File: src/rtl/lonp_pkg.sv
package lonp_pkg;

  typedef enum logic {
    OP_SUM     = 1'b0,
    OP_SIGNMIN = 1'b1
  } op_e;

  typedef enum logic {
    ARCH_FWDBWD = 1'b0,
    ARCH_TOTAL  = 1'b1
  } arch_e;

  // Internal element width: exact sum of D lanes plus one spare bit.
  function automatic int elem_width(input int w, input int d);
    return w + $clog2(d) + 1;
  endfunction

endpackage

File: src/rtl/lonp_op_cell.sv
module lonp_op_cell
  import lonp_pkg::*;
#(
  parameter op_e OP = OP_SUM,
  parameter int  W  = 8,
  parameter int  EW = 12
) (
  input  logic [EW-1:0] a,
  input  logic [EW-1:0] b,
  output logic [EW-1:0] y
);

  // Sign-minimum element: bit W holds the sign, bits W-1:0 hold the magnitude.
  function automatic logic [EW-1:0] combine(input logic [EW-1:0] x, input logic [EW-1:0] z);
    logic [EW-1:0] r;
    r = '0;
    if (OP == OP_SUM) begin
      r = x + z;
    end else begin
      r[W]     = x[W] ^ z[W];
      r[W-1:0] = (x[W-1:0] < z[W-1:0]) ? x[W-1:0] : z[W-1:0];
    end
    return r;
  endfunction

  assign y = combine(a, b);

endmodule

File: src/rtl/lonp_fb_chain.sv
module lonp_fb_chain
  import lonp_pkg::*;
#(
  parameter op_e           OP    = OP_SUM,
  parameter int            W     = 8,
  parameter int            D     = 6,
  parameter int            EW    = 12,
  parameter logic [EW-1:0] IDENT = '0
) (
  input  logic [D-1:0][EW-1:0] elem,
  output logic [D-1:0][EW-1:0] excl
);

  // pre[j]: lanes 0..j-1 combined; suf[j]: lanes j+1..D-1 combined.
  logic [D-1:0][EW-1:0] pre;
  logic [D-1:0][EW-1:0] suf;

  assign pre[0]   = IDENT;
  assign suf[D-1] = IDENT;

  for (genvar i = 1; i < D; i++) begin : g_pre
    lonp_op_cell #(.OP(OP), .W(W), .EW(EW)) u_pre (
      .a(pre[i-1]), .b(elem[i-1]), .y(pre[i])
    );
  end

  for (genvar i = 0; i < D - 1; i++) begin : g_suf
    lonp_op_cell #(.OP(OP), .W(W), .EW(EW)) u_suf (
      .a(suf[i+1]), .b(elem[i+1]), .y(suf[i])
    );
  end

  for (genvar j = 0; j < D; j++) begin : g_join
    lonp_op_cell #(.OP(OP), .W(W), .EW(EW)) u_join (
      .a(pre[j]), .b(suf[j]), .y(excl[j])
    );
  end

endmodule

File: src/rtl/lonp_total_remove.sv
module lonp_total_remove #(
  parameter int D  = 6,
  parameter int EW = 12
) (
  input  logic [D-1:0][EW-1:0] elem,
  output logic [D-1:0][EW-1:0] excl,
  output logic [EW-1:0]        total
);

  // Modular EW-bit arithmetic; EW holds the full D-lane sum without wrap.
  function automatic logic [EW-1:0] sum_all(input logic [D-1:0][EW-1:0] v);
    logic [EW-1:0] acc;
    acc = '0;
    for (int i = 0; i < D; i++) acc = acc + v[i];
    return acc;
  endfunction

  assign total = sum_all(elem);

  for (genvar j = 0; j < D; j++) begin : g_remove
    assign excl[j] = total - elem[j];
  end

endmodule

File: src/rtl/lonp_out_stage.sv
module lonp_out_stage
  import lonp_pkg::*;
#(
  parameter op_e OP = OP_SUM,
  parameter int  W  = 8,
  parameter int  D  = 6,
  parameter int  EW = 12
) (
  input  logic                 clk,
  input  logic                 rst_n,
  input  logic                 in_valid,
  input  logic [D-1:0][EW-1:0] excl,
  output logic                 out_valid,
  output logic [D*W-1:0]       out_msg
);

  localparam logic signed [EW-1:0] HI = EW'((1 <<< (W - 1)) - 1);
  localparam logic signed [EW-1:0] LO = EW'(-(1 <<< (W - 1)));

  function automatic logic [W-1:0] clamp(input logic signed [EW-1:0] v);
    if (v > HI) return HI[W-1:0];
    if (v < LO) return LO[W-1:0];
    return v[W-1:0];
  endfunction

  function automatic logic [W-1:0] to_msg(input logic [EW-1:0] e);
    logic signed [EW-1:0] v;
    logic signed [EW-1:0] m;
    if (OP == OP_SUM) begin
      v = e;
    end else begin
      m = '0;
      m[W-1:0] = e[W-1:0];
      v = e[W] ? -m : m;
    end
    return clamp(v);
  endfunction

  always_ff @(posedge clk or negedge rst_n) begin
    if (!rst_n) begin
      out_valid <= 1'b0;
      out_msg   <= '0;
    end else begin
      out_valid <= in_valid;
      if (in_valid) begin
        for (int j = 0; j < D; j++) out_msg[j*W +: W] <= to_msg(excl[j]);
      end
    end
  end

endmodule

File: src/rtl/lonp_node_proc.sv
module lonp_node_proc
  import lonp_pkg::*;
#(
  parameter int    D    = 6,
  parameter int    W    = 8,
  parameter op_e   OP   = OP_SUM,
  parameter arch_e ARCH = ARCH_FWDBWD
) (
  input  logic           clk,
  input  logic           rst_n,
  input  logic           in_valid,
  input  logic [D*W-1:0] in_msg,
  output logic           out_valid,
  output logic [D*W-1:0] out_msg
);

  localparam int EW = elem_width(W, D);
  // Total-then-remove needs an inverse: only the summing role has one.
  localparam bit USE_TOTAL = (ARCH == ARCH_TOTAL) && (OP == OP_SUM);
  localparam logic [EW-1:0] IDENT =
    (OP == OP_SUM) ? '0 : (EW'(1) << (W - 1));

  // Named internal wires, visible to the bound checker.
  logic [D-1:0][EW-1:0] elem_w;
  logic [D-1:0][EW-1:0] excl_w;

  function automatic logic [EW-1:0] to_elem(input logic [W-1:0] x);
    logic [EW-1:0] r;
    r = '0;
    if (OP == OP_SUM) begin
      r = {{(EW - W){x[W-1]}}, x};
    end else begin
      r[W]     = x[W-1];
      r[W-1:0] = x[W-1] ? (~x + 1'b1) : x;
    end
    return r;
  endfunction

  for (genvar j = 0; j < D; j++) begin : g_lane
    assign elem_w[j] = to_elem(in_msg[j*W +: W]);
  end

  if (USE_TOTAL) begin : g_total
    logic [EW-1:0] total_w;
    lonp_total_remove #(.D(D), .EW(EW)) u_total (
      .elem(elem_w), .excl(excl_w), .total(total_w)
    );
  end else begin : g_fwdbwd
    lonp_fb_chain #(.OP(OP), .W(W), .D(D), .EW(EW), .IDENT(IDENT)) u_chain (
      .elem(elem_w), .excl(excl_w)
    );
  end

  lonp_out_stage #(.OP(OP), .W(W), .D(D), .EW(EW)) u_out (
    .clk(clk), .rst_n(rst_n), .in_valid(in_valid), .excl(excl_w),
    .out_valid(out_valid), .out_msg(out_msg)
  );

endmodule

File: config.mk
export PLATFORM = sky130hd
export DESIGN_NAME = lonp_node_proc
export DESIGN_NICKNAME = d
export VERILOG_FILES = /design/src/rtl/lonp_pkg.sv /design/src/rtl/lonp_op_cell.sv /design/src/rtl/lonp_fb_chain.sv /design/src/rtl/lonp_total_remove.sv /design/src/rtl/lonp_out_stage.sv /design/src/rtl/lonp_node_proc.sv
export SDC_FILE = /design/constraint.sdc
export NUM_CORES = 1
export LEC_CHECK = 0
export CAP_MARGIN = 20
export CORE_MARGIN = 5
export CORE_UTILIZATION = 61
export CTS_CLUSTER_DIAMETER = 100
export DETAILED_ROUTE_END_ITERATION = 12
export PLACE_DENSITY = 0.9
export SYNTH_ARGS = -nofsm -noshare
export SYNTH_HDL_FRONTEND = slang
export SYNTH_SLANG_ARGS = --single-unit
export TNS_END_PERCENT = 10
File: constraint.sdc
create_clock -name clk -period 2.65 [get_ports clk]
set_input_delay 0.265 -clock clk [delete_from_list [all_inputs] [get_ports clk]]
set_output_delay 0.265 -clock clk [all_outputs]
set_load 0.01 [all_outputs]
==> summary.md, run 1 <==
| Metric | Value |
|---|---|
| H-tree depth | 2 |
| Most used DFF post-synth | dfrtp_1 |
| Stopped at | clock tree synthesis |
| Yosys cell types | 73 |
| Run status | aborted with a tool error |
| Placement Rows | 39 |
| Clk sinks | 49 |
| GPL Wtd Cong | around 0.92 |
| Mapped Nets | 1,021 |
| Synthesized cell area | 7050 µm² |
| Avg Cell Area, Syn | 8.39 µm² |
| Clk root buf | clkbuf_16 |
| Mapped Cells | 840 |
| Post-CTS Hold Buffers | 1 |
| Synth warn | 0 |
| Chip Width | 118 µm |
| First Error | [ERROR DPL-0033] detailed placement checks failed during check placement. |
| Setup bufs post-CTS | 23 |
| Ys async rst share | 100% |
| Post-DP HPWL | about 23,000 µm |
| Sequential share of the synthesized area | 17.4% |
| Port Buffers | 99 |
| Post-CTS Resized | a little over 200 |
| Max Root-Sink Buffers | 2 |
| Cell count after placement | 1,313 |
| CTS Buf Count | 5 |
| Post-synth EDFFs | 0 |
| Synthesized flop and latch total | 49 |
| Die height | between 100 and 150 µm |
| Num ports | 100 |
| Initial core utilization | 62.0% |
## Yosys cell counts (13+ instances only)
cell type / count / share of area [%]
nand2_1: 45 / 2.4
o21bai_1: 15 / 1.6
ha_1: 118 / 21
o21a_1: 17 / 1.8
nor2_1: 79 / 4.2
nor2b_1: 18 / 1.6
xnor2_1: 53 / 6.6
a21oi_1: 77 / 5.5
o21ai_0: 50 / 3.5
nor3_1: 15 / 1.1
dfrtp_1: 49 / 17
xor2_1: 20 / 2.5
a21boi_0: 13 / 1.4
a21o_1: 17 / 1.8
inv_1: 61 / 3.2
## stage by stage
step	utilization (%)	cell area (µm²)	setup slack (ps)
floorplan	-	7150	-2200
detailed placement	88.7	10100	-3700
global placement	88.6	10100	-3110
## cells by family after synthesis
group,share of synthesized area [%]
compound gates,28.7
xor+xnor,9.85
fa+ha+maj,24.4
buf+inv,3.80
flops,17.4
mux,1.08
simple gates,14.8
==> run 2, diff against run 1 <==
CORE_UTILIZATION = 40   (was 61)
CTS_CLUSTER_DIAMETER = unset   (was 100)
PLACE_DENSITY = unset   (was 0.9)
PLACE_DENSITY_LB_ADDON = 0.15   (was unset)
==> run 2 against run 1 <==
Net effect: the flow now finishes, with violations (negative hold slack, negative setup slack); area after synthesis unchanged; synthesized cell count unchanged.
==> summary.md, run 2 <==
| Metric | Value |
|---|---|
| Run status | finished, violations left |
| Failing checks | negative hold slack, negative setup slack |
| GPL Wtd Cong | 0.899 |
| Synthesized flop and latch total | 49 |
| Clk sinks | 49 |
| Hold slack | -29.2 ps |
| Critical path class | input pin to flop |
| CTS tree | done |
| Most frequent cells in the layout | buf_4, ha_1, clkdlybuf4s50_1 |
| Initial antenna violation count | 0 |
| Vias in the first global route | 7,224 |
| Largest net degree at the start of global routing | 51 |
| Drt drc | 0 |
| Gr ovfl total | 0 |
| Most used DFF post-synth | dfrtp_1 |
| Slowest CP cell | fa_2 |
| Post-synth EDFFs | 0 |
| Core area | 17,300 µm² |
| Pwr dens | 1520 nW/µm² |
| CTS Buf Count | 5 |
| Vias | 7,663 |
| Leading area contributor after synthesis | ha_1 |
| Unrepaired setup endpoints after global routing | true |
| Mapped Cells | between 800 and 900 |
| Least-Margin Pin Slew | 680 ps |
| Post-placement cell area | a little over 10,000 µm² |
| Hold WC Path Type | input pin to asynchronous set/reset pin |
| Port Buffers | 99 |
| Max capacitance violation total | 0 |
| CP startpoint kind | input pin |
| Die height | ~140 µm |
| Critical Path Max Stage Delay | 580 ps |
| Number of flip-flops in the largest register | 48 |
| Post-synth top area share | 20.9% |
| Most common cell after layout, fill and taps aside | buf_4 |
| Synthesized cell area | around 7000 µm² |
| Vias/cell | 5.30 |
| DR pass1 iterations | 5 |
| Endpoint class of the critical path | flop |
| Setup violators final | 48 |
| Yosys cell types | 73 |
| Antenna-violating nets left | 0 |
| Area growth syn-to-layout | 65.1% |
| Max Root-Sink Buffers | 2 |
| Tot GR Track Use | 21.8% |
| FMAX | roughly 200 MHz |
| Hold Fails Final Rpt | 10 |
| DRT iter0 DRCs | 353 |
| Cell count after placement | 1,413 |
| Pre-CTS setup slack | -3330 ps |
| Ranking of synthesized cells by area | ha_1, dfrtp_1, xnor2_1 |
| Top Registers | u_out.out_msg x48, u_out.out_valid x1 |
| H-tree depth | 2 |
| Antenna Cells | 0 |
| Avg Cell Area, Syn | about 8.4 µm² |
| Top post-synthesis cells by count | ha_1, nor2_1, a21oi_1 |
| Drt wl/cell | 15.8 µm |
| Clk root buf | clkbuf_16 |
| Worst clock skew | 0 ps |
| Synth warn | 0 |
| Final std cells w/o fill | about 1,400 |
| Crit-path max FO | 5 |
| Reg clk slew, reported paths | 80 ps |
| Num ports | 100 |
| Biggest register | u_out.out_msg |
| Fin crit period | a little under 5000 ps |
| Crit path required time | 2840 ps |
| Fin crit share | 187% |
| Placement Rows | 48 |
| Design Area, Final | 11,600 µm² |
| Total Wirelength | 22,800 µm |
| First-pass GRT wire length | 36,300 µm |
| Die area | approximately 20,000 µm² |
| Crit path buffers/inverters | 5 |
| Initial core utilization | 40.8% |
| Top-count cell post-synth | ha_1 |
| Mapped Nets | between 1,000 and 1,500 |
| Layout cell share with drive strength beyond 1 | about two fifths |
| Post-DP HPWL | 17,700 µm |
| Max Slew Vio Count | 0 |
| Final Core Density | 67.3% |
| Crit path DAT | between 5000 and 6000 ps |
| Setup WS post-layout | -2290 ps |
| Sequential share of the synthesized area | 17.4% |
| Chip Width | 143 µm |
| # nets final | around 1,400 |
| Cell family with most CP delay | compound AO/OA/AOI/OAI gates |
| Peak VDD IR | about 700 µV |
| Ys async rst share | 100% |
| Max transition margin | ~55% |
| Clock Latency Late Sink | 310 ps |
| Pleak | 5.32 nW |
run 2: path summary, 6_finish.rpt:
path | to | from | depth (start not counted) | slack [ps]
hold reg to reg | u_out.out_msg[47] | u_out.out_msg[47] | 2 | 510
min in group clk | u_out.out_valid | in_valid | 2 | 350
setup reg to reg | u_out.out_msg[38] | u_out.out_msg[38] | 2 | 1740
max in group asynchronous | u_out.out_msg[27] | rst_n | 2 | 2070
setup / recovery | u_out.out_msg[46] | in_msg[8] | 26 | -2290
hold / removal | u_out.out_msg[39] | rst_n | 1 | -30
run 2: cell type report:
class / instances / area (µm²)
flip-flops and latches: 49 / 1230
inverters: 61 / 229
clock buffers: 7 / 153
well taps: 225 / 282
fillers: 1444 / 5660
clock inverters: 1 / 5.00
multi-input cells: 721 / 6570
repair buffers: 383 / 3170
run 2: repair_timing:
| item | 4_1_cts | 5_1_grt |
|---|---|---|
| endpoints found under the setup margin | 48 | 48 |
| buffers inserted | 9 | 16 |
| endpoints found under the hold margin | 0 | 0 |
| hold buffers | 0 | 0 |
| pin swaps | 75 | 84 |
| cloned | 1 | 0 |
| gates resized for setup | 144 | 97 |
run 2: cells by family after synthesis:
family | synth area share, %
simple gates | 14.8
fa+ha+maj | 24.4
xor+xnor | 9.85
compound gates | 28.7
mux | 1.08
flops | 17.4
buf+inv | 3.80
run 2: metrics by stage:
stage	TNS [ps]	total power, mW
after global routing	-104530	19.1
after global placement	-138920	14.4
after CTS	-96480	16.2
final	-94540	17.6
after detailed placement	-142090	14.5
after floorplan	-90710	9.20
run 2: layer usage:
metal  routed length (µm)  global-route usage, %  vias up  share of wire, %
li1                     -                      -     3844                 -
met2                10300                   33.6      157                45
met3                  883                   1.98       16               3.9
met5                    0                      0        -                 0
met4                  267                   4.10        0               1.2
met1                11400                   33.4     3646                50
run 2: where the power goes:
part,internal (mW),switching [mW],total (mW),leakage [nW]
combinational,8.19,7.40,15.6,4.71
sequential,1.10,0.197,1.30,0.531
clock,0.402,0.335,0.738,0.0799
total,9.70,7.94,17.6,5.32
No activity file was read; power rests on OpenSTA's default activity.
